`src/rtl/rxf_pkg.sv`:
```
package rxf_pkg;

  typedef enum logic [2:0] {
    ST_WAIT,
    ST_DST,
    ST_SRC,
    ST_PAY,
    ST_CHK
  } rx_state_e;

  // One serial step of a left-shifting CRC-16, data bit fed into the top.
  function automatic logic [15:0] crc16_step(input logic [15:0] cur,
                                             input logic        din,
                                             input logic [15:0] poly);
    logic [15:0] sh;
    sh = {cur[14:0], 1'b0};
    return (cur[15] ^ din) ? (sh ^ poly) : sh;
  endfunction

  // Keep a configured length inside 1..hi.
  function automatic int clamp_len(input int v, input int hi);
    if (v < 1)  return 1;
    if (v > hi) return hi;
    return v;
  endfunction

endpackage

```
`src/rtl/rxf_deser.sv`:
```
module rxf_deser #(
  parameter int W = 8
) (
  input  logic         clk,
  input  logic         rst_n,
  input  logic         clear,
  input  logic         bit_stb,
  input  logic         bit_in,
  output logic         byte_done,
  output logic [W-1:0] byte_val
);
  localparam int CW = $clog2(W);

  logic [W-2:0]  sr;
  logic [CW-1:0] cnt;

  always_ff @(posedge clk or negedge rst_n) begin
    if (!rst_n) begin
      sr  <= '0;
      cnt <= '0;
    end else if (clear) begin
      cnt <= '0;
    end else if (bit_stb) begin
      sr  <= {sr[W-3:0], bit_in};
      cnt <= (cnt == CW'(W - 1)) ? '0 : cnt + CW'(1);
    end
  end

  assign byte_done = bit_stb && (cnt == CW'(W - 1));
  assign byte_val  = {sr, bit_in};
endmodule

```
`src/rtl/rxf_crc.sv`:
```
module rxf_crc #(
  parameter logic [15:0] POLY = 16'h1021,
  parameter logic [15:0] INIT = 16'hFFFF
) (
  input  logic        clk,
  input  logic        rst_n,
  input  logic        init,
  input  logic        en,
  input  logic        din,
  output logic [15:0] crc_nxt
);
  logic [15:0] crc_q;

  assign crc_nxt = rxf_pkg::crc16_step(crc_q, din, POLY);

  always_ff @(posedge clk or negedge rst_n) begin
    if (!rst_n)    crc_q <= INIT;
    else if (init) crc_q <= INIT;
    else if (en)   crc_q <= crc_nxt;
  end
endmodule

```
`src/rtl/rxf_ctrl.sv`:
```
module rxf_ctrl
  import rxf_pkg::*;
#(
  parameter int MAX_ADDR = 5,
  parameter int PLW      = 8,
  localparam int ALW     = $clog2(MAX_ADDR + 1),
  localparam int AW      = 8 * MAX_ADDR
) (
  input  logic           clk,
  input  logic           rst_n,
  input  logic           pkt_start,
  input  logic           fifo_empty,
  input  logic           fifo_full,
  input  logic           byte_done,
  input  logic [7:0]     byte_val,
  input  logic [ALW-1:0] eff_len,
  input  logic           src_en,
  input  logic [PLW-1:0] pay_len,
  input  logic [AW-1:0]  dev_addr,
  input  logic           crc_zero,
  input  logic           keep_bad,
  output logic           start_ok,
  output logic           busy,
  output logic           fifo_we,
  output logic [7:0]     fifo_wdata,
  output logic           fifo_commit,
  output logic           fifo_drop,
  output logic           pending,
  output logic           addr_hit,
  output logic           addr_miss,
  output logic           crc_ok
);
  localparam int CW = (PLW > ALW) ? PLW : ALW;

  rx_state_e     state, state_n;
  logic [CW-1:0] cnt;
  logic          cnt_clr;
  logic [ALW-1:0] addr_idx;
  logic [7:0]    addr_byte;
  logic          last_addr, last_pay, last_chk;

  assign busy     = (state != ST_WAIT);
  assign start_ok = pkt_start && !busy && fifo_empty && !pending;

  assign addr_idx  = eff_len - ALW'(1) - cnt[ALW-1:0];
  assign last_addr = (cnt == CW'(eff_len) - CW'(1));
  assign last_pay  = (cnt == CW'(pay_len) - CW'(1));
  assign last_chk  = (cnt == CW'(1));

  always_comb begin
    addr_byte = '0;
    for (int i = 0; i < MAX_ADDR; i++) begin
      if (addr_idx == ALW'(i)) addr_byte = dev_addr[8*i +: 8];
    end
  end

  assign fifo_wdata = byte_val;

  always_comb begin
    state_n     = state;
    cnt_clr     = 1'b0;
    fifo_we     = 1'b0;
    fifo_commit = 1'b0;
    fifo_drop   = 1'b0;
    addr_hit    = 1'b0;
    addr_miss   = 1'b0;
    crc_ok      = 1'b0;
    unique case (state)
      ST_WAIT: if (start_ok) begin
        state_n = ST_DST;
        cnt_clr = 1'b1;
      end
      ST_DST: if (byte_done) begin
        if (byte_val != addr_byte) begin
          addr_miss = 1'b1;
          state_n   = ST_WAIT;
        end else if (last_addr) begin
          addr_hit = 1'b1;
          cnt_clr  = 1'b1;
          state_n  = src_en ? ST_SRC : ST_PAY;
        end
      end
      ST_SRC: if (byte_done && last_addr) begin
        cnt_clr = 1'b1;
        state_n = ST_PAY;
      end
      ST_PAY: if (byte_done) begin
        if (fifo_full) begin
          fifo_drop = 1'b1;
          state_n   = ST_WAIT;
        end else begin
          fifo_we = 1'b1;
          if (last_pay) begin
            cnt_clr = 1'b1;
            state_n = ST_CHK;
          end
        end
      end
      ST_CHK: if (byte_done && last_chk) begin
        crc_ok  = crc_zero;
        state_n = ST_WAIT;
        if (crc_zero || keep_bad) fifo_commit = 1'b1;
        else                      fifo_drop   = 1'b1;
      end
      default: state_n = ST_WAIT;
    endcase
  end

  always_ff @(posedge clk or negedge rst_n) begin
    if (!rst_n) begin
      state   <= ST_WAIT;
      cnt     <= '0;
      pending <= 1'b0;
    end else begin
      state <= state_n;
      if (cnt_clr)        cnt <= '0;
      else if (byte_done) cnt <= cnt + CW'(1);
      if (fifo_commit)                pending <= 1'b1;
      else if (pending && fifo_empty) pending <= 1'b0;
    end
  end
endmodule

```
`src/rtl/rx_addr_filter.sv`:
```
module rx_addr_filter #(
  parameter int          MAX_ADDR = 5,
  parameter int          PLW      = 8,
  parameter logic [15:0] CRC_POLY = 16'h1021,
  parameter logic [15:0] CRC_INIT = 16'hFFFF,
  localparam int         ALW      = $clog2(MAX_ADDR + 1),
  localparam int         AW       = 8 * MAX_ADDR
) (
  input  logic           clk,
  input  logic           rst_n,
  input  logic           pkt_start,
  input  logic           bit_stb,
  input  logic           bit_in,
  input  logic [AW-1:0]  cfg_dev_addr,
  input  logic [ALW-1:0] cfg_addr_len,
  input  logic           cfg_src_en,
  input  logic [PLW-1:0] cfg_pay_len,
  input  logic           cfg_int_pol,
  input  logic           cfg_keep_bad,
  input  logic           fifo_full,
  input  logic           fifo_empty,
  output logic           fifo_we,
  output logic [7:0]     fifo_wdata,
  output logic           fifo_commit,
  output logic           fifo_drop,
  output logic           irq
);
  logic           start_ok, busy, pending;
  logic           byte_done;
  logic [7:0]     byte_val;
  logic [15:0]    crc_nxt;
  logic [ALW-1:0] eff_len;
  logic           addr_hit, addr_miss, crc_ok;

  assign eff_len = ALW'(rxf_pkg::clamp_len(int'(cfg_addr_len), MAX_ADDR));

  rxf_deser #(.W(8)) u_deser (
    .clk       (clk),
    .rst_n     (rst_n),
    .clear     (start_ok),
    .bit_stb   (bit_stb),
    .bit_in    (bit_in),
    .byte_done (byte_done),
    .byte_val  (byte_val)
  );

  rxf_crc #(.POLY(CRC_POLY), .INIT(CRC_INIT)) u_crc (
    .clk     (clk),
    .rst_n   (rst_n),
    .init    (start_ok),
    .en      (bit_stb && busy),
    .din     (bit_in),
    .crc_nxt (crc_nxt)
  );

  rxf_ctrl #(.MAX_ADDR(MAX_ADDR), .PLW(PLW)) u_ctrl (
    .clk         (clk),
    .rst_n       (rst_n),
    .pkt_start   (pkt_start),
    .fifo_empty  (fifo_empty),
    .fifo_full   (fifo_full),
    .byte_done   (byte_done),
    .byte_val    (byte_val),
    .eff_len     (eff_len),
    .src_en      (cfg_src_en),
    .pay_len     (cfg_pay_len),
    .dev_addr    (cfg_dev_addr),
    .crc_zero    (crc_nxt == 16'h0000),
    .keep_bad    (cfg_keep_bad),
    .start_ok    (start_ok),
    .busy        (busy),
    .fifo_we     (fifo_we),
    .fifo_wdata  (fifo_wdata),
    .fifo_commit (fifo_commit),
    .fifo_drop   (fifo_drop),
    .pending     (pending),
    .addr_hit    (addr_hit),
    .addr_miss   (addr_miss),
    .crc_ok      (crc_ok)
  );

  assign irq = cfg_int_pol ? pending : !pending;
endmodule

```
`config.mk`:
```
export PLATFORM = sky130hd
export DESIGN_NAME = rx_addr_filter
export DESIGN_NICKNAME = d
export VERILOG_FILES = /design/src/rtl/rxf_pkg.sv /design/src/rtl/rxf_deser.sv /design/src/rtl/rxf_crc.sv /design/src/rtl/rxf_ctrl.sv /design/src/rtl/rx_addr_filter.sv
export SDC_FILE = /design/constraint.sdc
export NUM_CORES = 1
export LEC_CHECK = 0
export CAP_MARGIN = 20
export CORE_ASPECT_RATIO = 0.9
export CORE_UTILIZATION = 50
export DETAILED_ROUTE_END_ITERATION = 6
export GPL_ROUTABILITY_DRIVEN = 1
export PLACE_DENSITY_LB_ADDON = 0.08
export SLEW_MARGIN = 10
export SYNTH_ARGS = -nofsm -noshare
export SYNTH_HDL_FRONTEND = slang
export SYNTH_SLANG_ARGS = --single-unit
```
`constraint.sdc`:
```
create_clock -name clk -period 4.1 [get_ports clk]
set_clock_uncertainty 0.05 [all_clocks]
set_input_delay 0.41 -clock clk [delete_from_list [all_inputs] [get_ports clk]]
set_output_delay 0.41 -clock clk [all_outputs]
set_load 0.05 [all_outputs]
```
---- Word level (Yosys, flattened, before mapping) ----
Cells that the tools add are included.
word-level totals
  register bits after elaboration ......... 38
  input bits .............................. 61
  output and inout port bits .............. 12
  word-level logic and storage cells ...... 112
cells by class
  add/subtract/negate cells ............... 6
  magnitude comparators ................... 2
  eq/ne operators ......................... 20
  muxes and demuxes ....................... 54
  bitwise operators ....................... 3
  reductions and logical operators ........ 21
operators by type and width
  operator                                                            count
  8-bit two-way mux                                                   7
  3-bit two-way mux                                                   15
  16-bit two-way mux                                                  2
  1-bit two-way mux                                                   26
  8-bit == test                                                       2
  16-bit zero test                                                    1
  3-bit one-hot mux with 5 select lines                               1
  13-bit two-way mux                                                  1
  3-bit by 2-bit == test with 1-bit output, second input constant     4
  3-bit == test, second input constant                                3
  8-bit by 1-bit adder with 8-bit output, second input constant       1
  8-bit by 1-bit == test with 1-bit output, second input constant     1
  1-bit logical AND                                                   8
  2-bit by 1-bit != test with 1-bit output, second input constant     4
  8-bit != test                                                       1
  2-bit nonzero test                                                  4
  8-bit by 1-bit subtractor with 8-bit output, second input constant  1
  7-bit AND reduction                                                 1
  3-bit by 1-bit == test with 1-bit output, second input constant     2
  3-bit zero test                                                     2
  1-bit one-hot mux with 4 select lines                               1
  3-bit by 1-bit subtractor with 4-bit output, second input constant  1
  3-bit by 1-bit adder with 3-bit output, second input constant       1
  3-bit greater-than comparator, second input constant                1
  other kinds (14)                                                    15

---- Depth between registers and ports, before layout ----
Gate-level depths: netlist of run 1.
  depth after elaboration ................. 18
  mapped depth ............................ 14

---- Hierarchy ----
Synthesis of run 1 repeated with hierarchy kept, for this count alone.
unflattened totals
  cell total of the unflattened synthesis .. 325
  area, all modules ....................... 3180.6 um^2
by module, submodules not included
  module          times used  cells an instance  area an instance (um^2)  seq. area each (um^2)
  rxf_ctrl        1           214                1795.5                   300.3
  rxf_crc         1           69                 840.8                    420.4
  rxf_deser       1           31                 471.7                    250.2
  rx_addr_filter  1           11                 72.6                     0.0

---- Worst setup path before layout of run 1 ----
No wires, ideal clock.
  path type ............................... input -> register
  start point ............................. in cfg_addr_len[1]
  end point ............................... reg u_ctrl.cnt[0]
  data arrival time ....................... 3.010 ns
  setup slack ............................. 0.903 ns
  stages on the path ...................... 14
  path buffers ............................ 2
  cell sequence ........................... xor2_1 nand2b_1 ha_1 inv_1 fa_1 buf_2 buf_4 mux4_2 a21oi_1 a41oi_1 a31oi_1 nand4_1 nor4_4 nor3_1
on the way
  longest elaborated chain between the ends .. 18
ends and longest elaborated chain
  item                                                                                                           line                          source
  start, declared                                                                                                rx_addr_filter.sv:15          input logic [ALW-1:0] cfg_addr_len,
  3-bit by 1-bit less-than comparator with 1-bit output / 3-bit greater-than comparator (equally long branches)  rxf_pkg.sv:22, rxf_pkg.sv:23
  1-bit two-way mux, on equally long branches                                                                    rxf_pkg.sv:22, rxf_pkg.sv:23
  3-bit two-way mux / 1-bit two-way mux (equally long branches)                                                  rxf_pkg.sv:23                 if (v > hi) return hi;
  3-bit two-way mux                                                                                              rxf_pkg.sv:24                 return v;
  3-bit two-way mux (*)                                                                                          rxf_pkg.sv:23
  3-bit by 1-bit subtractor with 3-bit output                                                                    rxf_ctrl.sv:45                assign addr_idx = eff_len - ALW'(1) - cnt[ALW-1:0];
  3-bit subtractor                                                                                               rxf_ctrl.sv:45
  3-bit zero test                                                                                                rxf_ctrl.sv:53                if (addr_idx == ALW'(i)) addr_byte = dev_addr[8*i +: 8];
  8-bit two-way mux (5 in a row)                                                                                 rxf_ctrl.sv:53
  8-bit != test                                                                                                  rxf_ctrl.sv:74                if (byte_val != addr_byte) begin
  1-bit two-way mux                                                                                              rxf_ctrl.sv:74
  1-bit two-way mux                                                                                              rxf_ctrl.sv:73                ST_DST: if (byte_done) begin
  1-bit one-hot mux with 4 select lines (*)                                                                      rxf_ctrl.sv:68                unique case (state)
  8-bit two-way mux / 2-bit nonzero test (equally long branches)                                                 -
  end signal, assigned                                                                                           rxf_ctrl.sv:117               else if (byte_done) cnt <= cnt + CW'(1);
  end, declared                                                                                                  rxf_ctrl.sv:36                logic [CW-1:0] cnt;
Every way passes the cells marked *; elsewhere a longest branch is shown, timed or not. The select of a mux whose other input is x is not followed.
A chain may end at the register's enable or synchronous reset.

---- Worst setup path in the final report of run 1 ----
  start point ............................. in cfg_addr_len[2]
  end point ............................... reg u_ctrl.cnt[2]
Same word-level chain as after synthesis.

==> results of run 1 <==
worst reg2reg max path: cells and delay by family, from the launching register on:
kind,cells,cell delay (ps)
adders and majority gates,1,770
and+or+nand+nor,3,640
DFF,1,520
muxes,1,500
AOI/OAI and AO/OA,3,410
buffers and inverters,1,240
synthesized netlist by cell type (2+ instances only):
library cell,n,area (µm²)
xnor2_1,15,131.4
nand2b_1,6,37.54
nand3b_1,2,15.01
mux2i_1,6,60.06
buf_6,3,33.78
and3_1,3,18.77
a2bb2oi_1,3,26.28
clkbuf_1,9,33.78
nor3_1,9,45.04
o31a_1,3,26.28
and3b_1,3,26.28
a21oi_1,12,60.06
o22a_1,15,131.4
mux4_2,7,157.7
a31oi_1,2,12.51
a21o_1,2,15.01
nor4_1,6,37.54
nor3b_1,3,22.52
nor2_1,22,82.58
buf_4,3,22.52
nand2_1,14,52.55
mux2_2,9,101.4
nand3_1,11,55.05
nor2b_1,5,31.28
dfrtp_1,22,550.5
ha_1,7,87.58
xor2_1,14,122.6
buf_2,2,10.01
and4_1,2,17.52
o21ai_0,5,25.02
inv_1,11,41.29
a211oi_1,2,15.01
dfstp_2,16,420.4
nand4_1,5,31.28
o21bai_1,3,22.52
metrics by stage:
| stage | hold slack [ps] | instances | utilization, % | area [µm²] |
|---|---|---|---|---|
| after CTS | 479.1 | 419 | 68.63 | 3671 |
| after floorplan | 64.41 | 284 | - | 2830 |
| after global routing | 484.7 | 419 | 68.63 | 3671 |
| after detailed placement | 464.0 | 411 | 66.85 | 3576 |
| after global placement | 458.5 | 411 | 66.85 | 3576 |
| final | 475.1 | 419 | 68.63 | 3671 |
cell usage in the layout (no fill, tap or decap), types with 2 or more instances in the layout:
master,Yosys,routed
dfstp_2,16,16
nor3b_1,3,3
ha_1,7,7
buf_4,3,6
xor2_1,14,14
clkbuf_8,0,6
and4_1,2,2
clkdlybuf4s50_1,0,72
mux2_2,9,9
nand2b_1,6,6
nor4_1,6,6
dfrtp_1,22,22
a2bb2oi_1,3,3
a21o_1,2,2
and3b_1,3,3
and3_1,3,3
a21oi_1,12,12
nor2b_1,5,5
nor2_1,22,22
xnor2_1,15,15
nor3_1,9,9
inv_1,11,11
nand3_1,11,11
mux2i_1,6,6
nand2_1,14,14
a211oi_1,2,2
o21ai_0,5,5
mux4_2,7,7
nand4_1,5,5
a31oi_1,2,2
nand3b_1,2,2
o31a_1,3,3
o22a_1,15,15
o21bai_1,3,3
worst paths after layout:
kind	startpoint	to	cells after the start
min reg2reg	u_crc.crc_q[15]$_DFFE_PN1P_	u_crc.crc_q[15]$_DFFE_PN1P_	1
max reg2reg	u_ctrl.cnt[1]$_DFFE_PN0P_	u_ctrl.cnt[2]$_DFFE_PN0P_	9
max in group asynchronous	rst_n	u_crc.crc_q[0]$_DFFE_PN1P_	2
min	u_crc.crc_q[15]$_DFFE_PN1P_	u_crc.crc_q[15]$_DFFE_PN1P_	1
max	cfg_addr_len[2]	u_ctrl.cnt[2]$_DFFE_PN0P_	14
min in group asynchronous	rst_n	u_deser.cnt[1]$_DFFE_PN0P_	1
where the power goes:
| group | switching [µW] | total, µW | internal [µW] |
|---|---|---|---|
| clock | 135 | 270 | 135 |
| combinational | 472 | 913 | 440 |
| sequential | 129 | 681 | 552 |
| total | 736 | 1860 | 1130 |
sequential cells by signal, summed over array words and instances (netlist names):
name / count
u_deser.sr: 7
u_crc.crc_q: 16
u_ctrl.cnt: 8
u_deser.cnt: 3
u_ctrl.state: 3
u_ctrl.pending: 1
final cells by class:
cell class | instances | area [µm²]
Inverter | 11 | 41.29
Timing Repair Buffer | 78 | 765.7
Sequential cell | 38 | 970.9
Tap cell | 67 | 83.83
Clock buffer | 6 | 82.58
Clock inverter | 2 | 12.51
Fill cell | 427 | 1678
Multi-Input combinational cell | 217 | 1714
logic make-up (layout without fill, tap and decap cells):
family	after synthesis	in the layout	synth area share, %
AO/OA/AOI/OAI	55	55	14.68
XOR/XNOR	30	30	9.859
adder cells (fa/ha/maj)	8	8	3.802
buffers and inverters	29	97	5.128
flip-flops	38	38	34.31
multiplexers	22	22	11.27
AND/OR/NAND/NOR	102	102	20.96
routing by layer:
layer,part of all wire (%),vias to the layer above,global-route usage [%]
met4,1.4,0,6.548
met1,47,1152,29.30
li1,-,1170,-
met3,4.2,10,3.975
met5,0,-,0
met2,47,59,34.26
==> metrics.yaml, run 1 <==
outcome: "completed"
drv_slew: 0
drive_above_1_share_pct: 16.19
cp_slowest_cell: "fa_1"
initial_utilization_pct: 52.91
post_cts_buffers: 0
syn_nets: 353
clk_pin_slew_ps: 80
grt_max_degree: 22
end_kind: "flop"
ios: 73
max_stage_delay_ps: 660
clock_latency_ps: 290
htree_levels: 2
place_ws_ps: 80.89
numCtsBuffers: 5
drv_cap: 0
grt_pass1_vias: 2192
leakage_uw: 0.001483
ys_ff_latch: 38
grt_util_all_layers_pct: 21.42
rows: 25
ctsHoldBuffers: 0
power.total_uw: 1864
synth_seq_area_share_pct: 34.31
drc: 0
min_period_ps: 3669
antenna_cells: 0
async_flop_share_pct: 100.0
setup_viol: 0
cts_root_buf: "clkbuf_8"
antenna_left: 0
fp.dieH_um: 73.38
p_per_area_nw_per_um2: 507.7
finalCritPeriodShare_pct: 89.48
setup_tns_ps: 0
crit_chain: "clkdlybuf4s50_1, xor2_1, nand2b_1, ha_1, inv_1, fa_1, buf_4, mux4_2, a21oi_1, a41oi_1, a31oi_1, nand4_1, nor4_4, nor3_1"
io_buffers: 72
min_path_type: "reg -> reg"
grt_pass1_wl_um: 9901
die_area_um2: 5966
worst_ep_arrival_time_ps: 3790
synth_edf_count: 0
drt_first_pass_iters: 4
setup_slack_ps: 431.4
rrSetupSlack_ps: 850
yosysWarnings: 0
cts_sinks: 38
cp_top_family: "adder cells"
tightest_slew_ps: 933.5
path_buf_inv: 3
first_iter_violations: 141
hold_viol: 0
nets: 420
syn_to_final_growth_pct: 29.71
core_area_um2: 5349
ys_types: 57
critPathKind: "in -> reg"
via_count: 2391
antenna_found_initial: 0
via_per_inst: 5.706
ctsLongestPathBuffers: 2
dp_hpwl_um: 4801
rsz0062_at_grt: "no"
syn_area_per_cell_um2: 9.966
peakVddDrop_mv: 0.4844
max_freq_mhz: 272.6
grt_overflow: 0
synth_cells: 284
cts_tree: "built"
crit_required_ps: 4220
startpoint_type: "primary input"
place.gp.congestion: 0.8593
wl_um: 6248
relSlewSlack_pct: 37.57
crit_fanout: 10
avgRoutedWirePerCell_um: 14.91
syn_area_um2: 2830
synth_ff_type: "dfrtp_1"
dieWidth_um: 81.31
ctsResizeCount: 0
Power figures use the tool's default switching activity.
==> run 2: changes to the inputs <==
CORE_MARGIN = 2   (was not set)
==> run 2 against run 1 <==
  * Cell area grew 0.82%
  * Combinational power hardly changed
  * Sequential power barely moved
  * Flip-flop and latch count unchanged
  * Die area is 5.3% higher
  * Maximum frequency grew 4.0%
  * Via count down 1.9%
  * Register-to-register slack is essentially flat
  * Highest routed layer unchanged
  * Core utilization rose by 0.56 points
  * First-iteration DRC count decreased by 28%
==> metrics.yaml, run 2 (synthesis gave the netlist of run 1 again) <==
drive_above_1_share_pct: 15.71
reg2reg_to: "u_ctrl.cnt[1]$_DFFE_PN0P_"
p_comb_share_pct: 47.3
cp_slowest_cell: "fa_1"
rr_startpoint: "u_ctrl.cnt[0]$_DFFE_PN0P_"
p_sw_uw: 732.5
syn_to_final_growth_pct: 30.77
grt_overflow: 0
path_buf_inv: 3
max_freq_mhz: 283.6
min_path_type: "reg -> reg"
hold_depth: 1
whs_endpoint: "u_crc.crc_q[15]$_DFFE_PN1P_"
rrSetupSlack_ps: 850
relSlewSlack_pct: 58.93
htree_levels: 2
fp.dieH_um: 75.38
wl_met2_um: 3021
io_buffers: 72
post_cts_buffers: 0
final_common_cell: "clkdlybuf4s50_1"
avgRoutedWirePerCell_um: 14.99
postPlaceCellArea_um2: 3573
rsz0062_at_grt: "no"
crit_fanout: 15
initial_utilization_pct: 52.91
worst_ep_arrival_time_ps: 3630
ctsLongestPathBuffers: 2
cts_sinks: 38
drc: 0
min_period_ps: 3526
antenna_found_initial: 0
crit_chain: "clkdlybuf4s50_1, xor2_1, nand2b_1, ha_1, inv_1, fa_1, buf_12, mux4_2, nor2b_1, a31oi_1, xor2_1, nand4_1, nor4_4, nor3_1"
ios: 73
design_area_um2: 3701
grt_util_all_layers_pct: 19.88
outcome: "completed"
core_area_um2: 5349
max_stage_delay_ps: 520
r2r_cells: 12
met3_length_um: 317
hold_viol: 0
clock_latency_ps: 290
regMostFlops: "u_crc.crc_q"
finalCritPeriodShare_pct: 86.01
ctsResizeCount: 0
drv_slew: 0
leakage_uw: 0.001495
end_kind: "flop"
numCtsBuffers: 5
wl_met1_um: 2867
dp_hpwl_um: 4812
ctsHoldBuffers: 0
nets: 418
via_count: 2345
cts_tree: "built"
switching_share_pct: 38.10
startpoint_type: "primary input"
cpMostUsedCell: "xor2_1"
p_seq_share_pct: 35.5
grt_pass1_vias: 2182
wl_um: 6249
drv_cap: 0
largest_register_ffs: 16
first_iter_violations: 102
p_per_area_nw_per_um2: 519.4
setup_viol: 0
clk_pin_slew_ps: 80
mostFrequentLayoutCells: "clkdlybuf4s50_1, nor2_1, dfrtp_1, dfstp_2"
dieWidth_um: 83.31
reg_top3: "u_crc.crc_q x16, u_ctrl.cnt x8, u_deser.sr x7"
critPathKind: "in -> reg"
p_int_uw: 1190
top_layer: "met4"
via_per_inst: 5.624
cp_top_family: "simple AND/OR/NAND/NOR gates"
grt_pass1_wl_um: 10040
antenna_cells: 0
tightest_slew_ps: 610.5
power_frac_clock_pct: 17.1
die_area_um2: 6279
setup_tns_ps: 0
place.gp.congestion: 0.8743
crit_required_ps: 4210
rows: 25
antenna_left: 0
grt_max_degree: 39
drt_first_pass_iters: 4
min_from: "u_crc.crc_q[15]$_DFFE_PN1P_"
peakVddDrop_mv: 0.5085
cts_root_buf: "clkbuf_8"
run 2: power by group through the flow:
stage | Sequential, µW | Combinational [µW] | Clock [µW]
2_1_floorplan | 746 | 585 | 0
4_1_cts | 683 | 918 | 336
3_3_place_gp | 686 | 889 | 0
5_1_grt | 707 | 987 | 352
3_5_place_dp | 687 | 914 | 0
6_report | 683 | 910 | 329
run 2: worst max path at each step:
stage,cells after the start,to,slack (ps),startpoint
global route,14,u_ctrl.cnt[1]$_DFFE_PN0P_,360,cfg_addr_len[2]
finish,14,u_ctrl.cnt[1]$_DFFE_PN0P_,570,cfg_addr_len[2]
floorplan,14,u_ctrl.cnt[0]$_DFFE_PN0P_,900,cfg_addr_len[1]
CTS,14,u_ctrl.cnt[1]$_DFFE_PN0P_,560,cfg_addr_len[2]
global placement,14,u_ctrl.cnt[2]$_DFFE_PN0P_,300,cfg_addr_len[2]
detailed placement,14,u_ctrl.cnt[1]$_DFFE_PN0P_,250,cfg_addr_len[2]
run 2: metrics by stage:
| stage | std cells | power [µW] | setup WS [ps] | util (%) | hold slack (ps) |
|---|---|---|---|---|---|
| after floorplan | 284 | 1330 | 902.9 | - | 64.41 |
| after global placement | 409 | 1575 | 299.5 | 66.81 | 456.5 |
| after detailed placement | 409 | 1601 | 253.0 | 66.81 | 463.9 |
| after CTS | 417 | 1936 | 564.6 | 69.19 | 479.3 |
| after global routing | 417 | 2046 | 356.6 | 69.19 | 488.7 |
| final | 417 | 1922 | 573.5 | 69.19 | 474.7 |
run 2: final cells by class:
cell class	instances	area [µm²]
Tap cell	67	83.83
Timing Repair Buffer	76	763.2
Multi-Input combinational cell	217	1714
Fill cell	421	1648
Sequential cell	38	970.9
Inverter	11	41.29
Clock buffer	7	118.9
Clock inverter	1	8.758
run 2: layer usage:
| metal | up-vias | track usage (%) |
|---|---|---|
| li1 | 1163 | - |
| met1 | 1119 | 27.54 |
| met2 | 58 | 32.53 |
| met3 | 5 | 4.334 |
| met4 | 0 | 4.918 |
| met5 | - | 0 |
==> run 3: changes to the inputs <==
ABC_CLOCK_PERIOD_IN_PS = 4100   (was not set)
==> results of run 3 <==
Same layout as run 2: the final DEF is identical, and so are final timing and power.
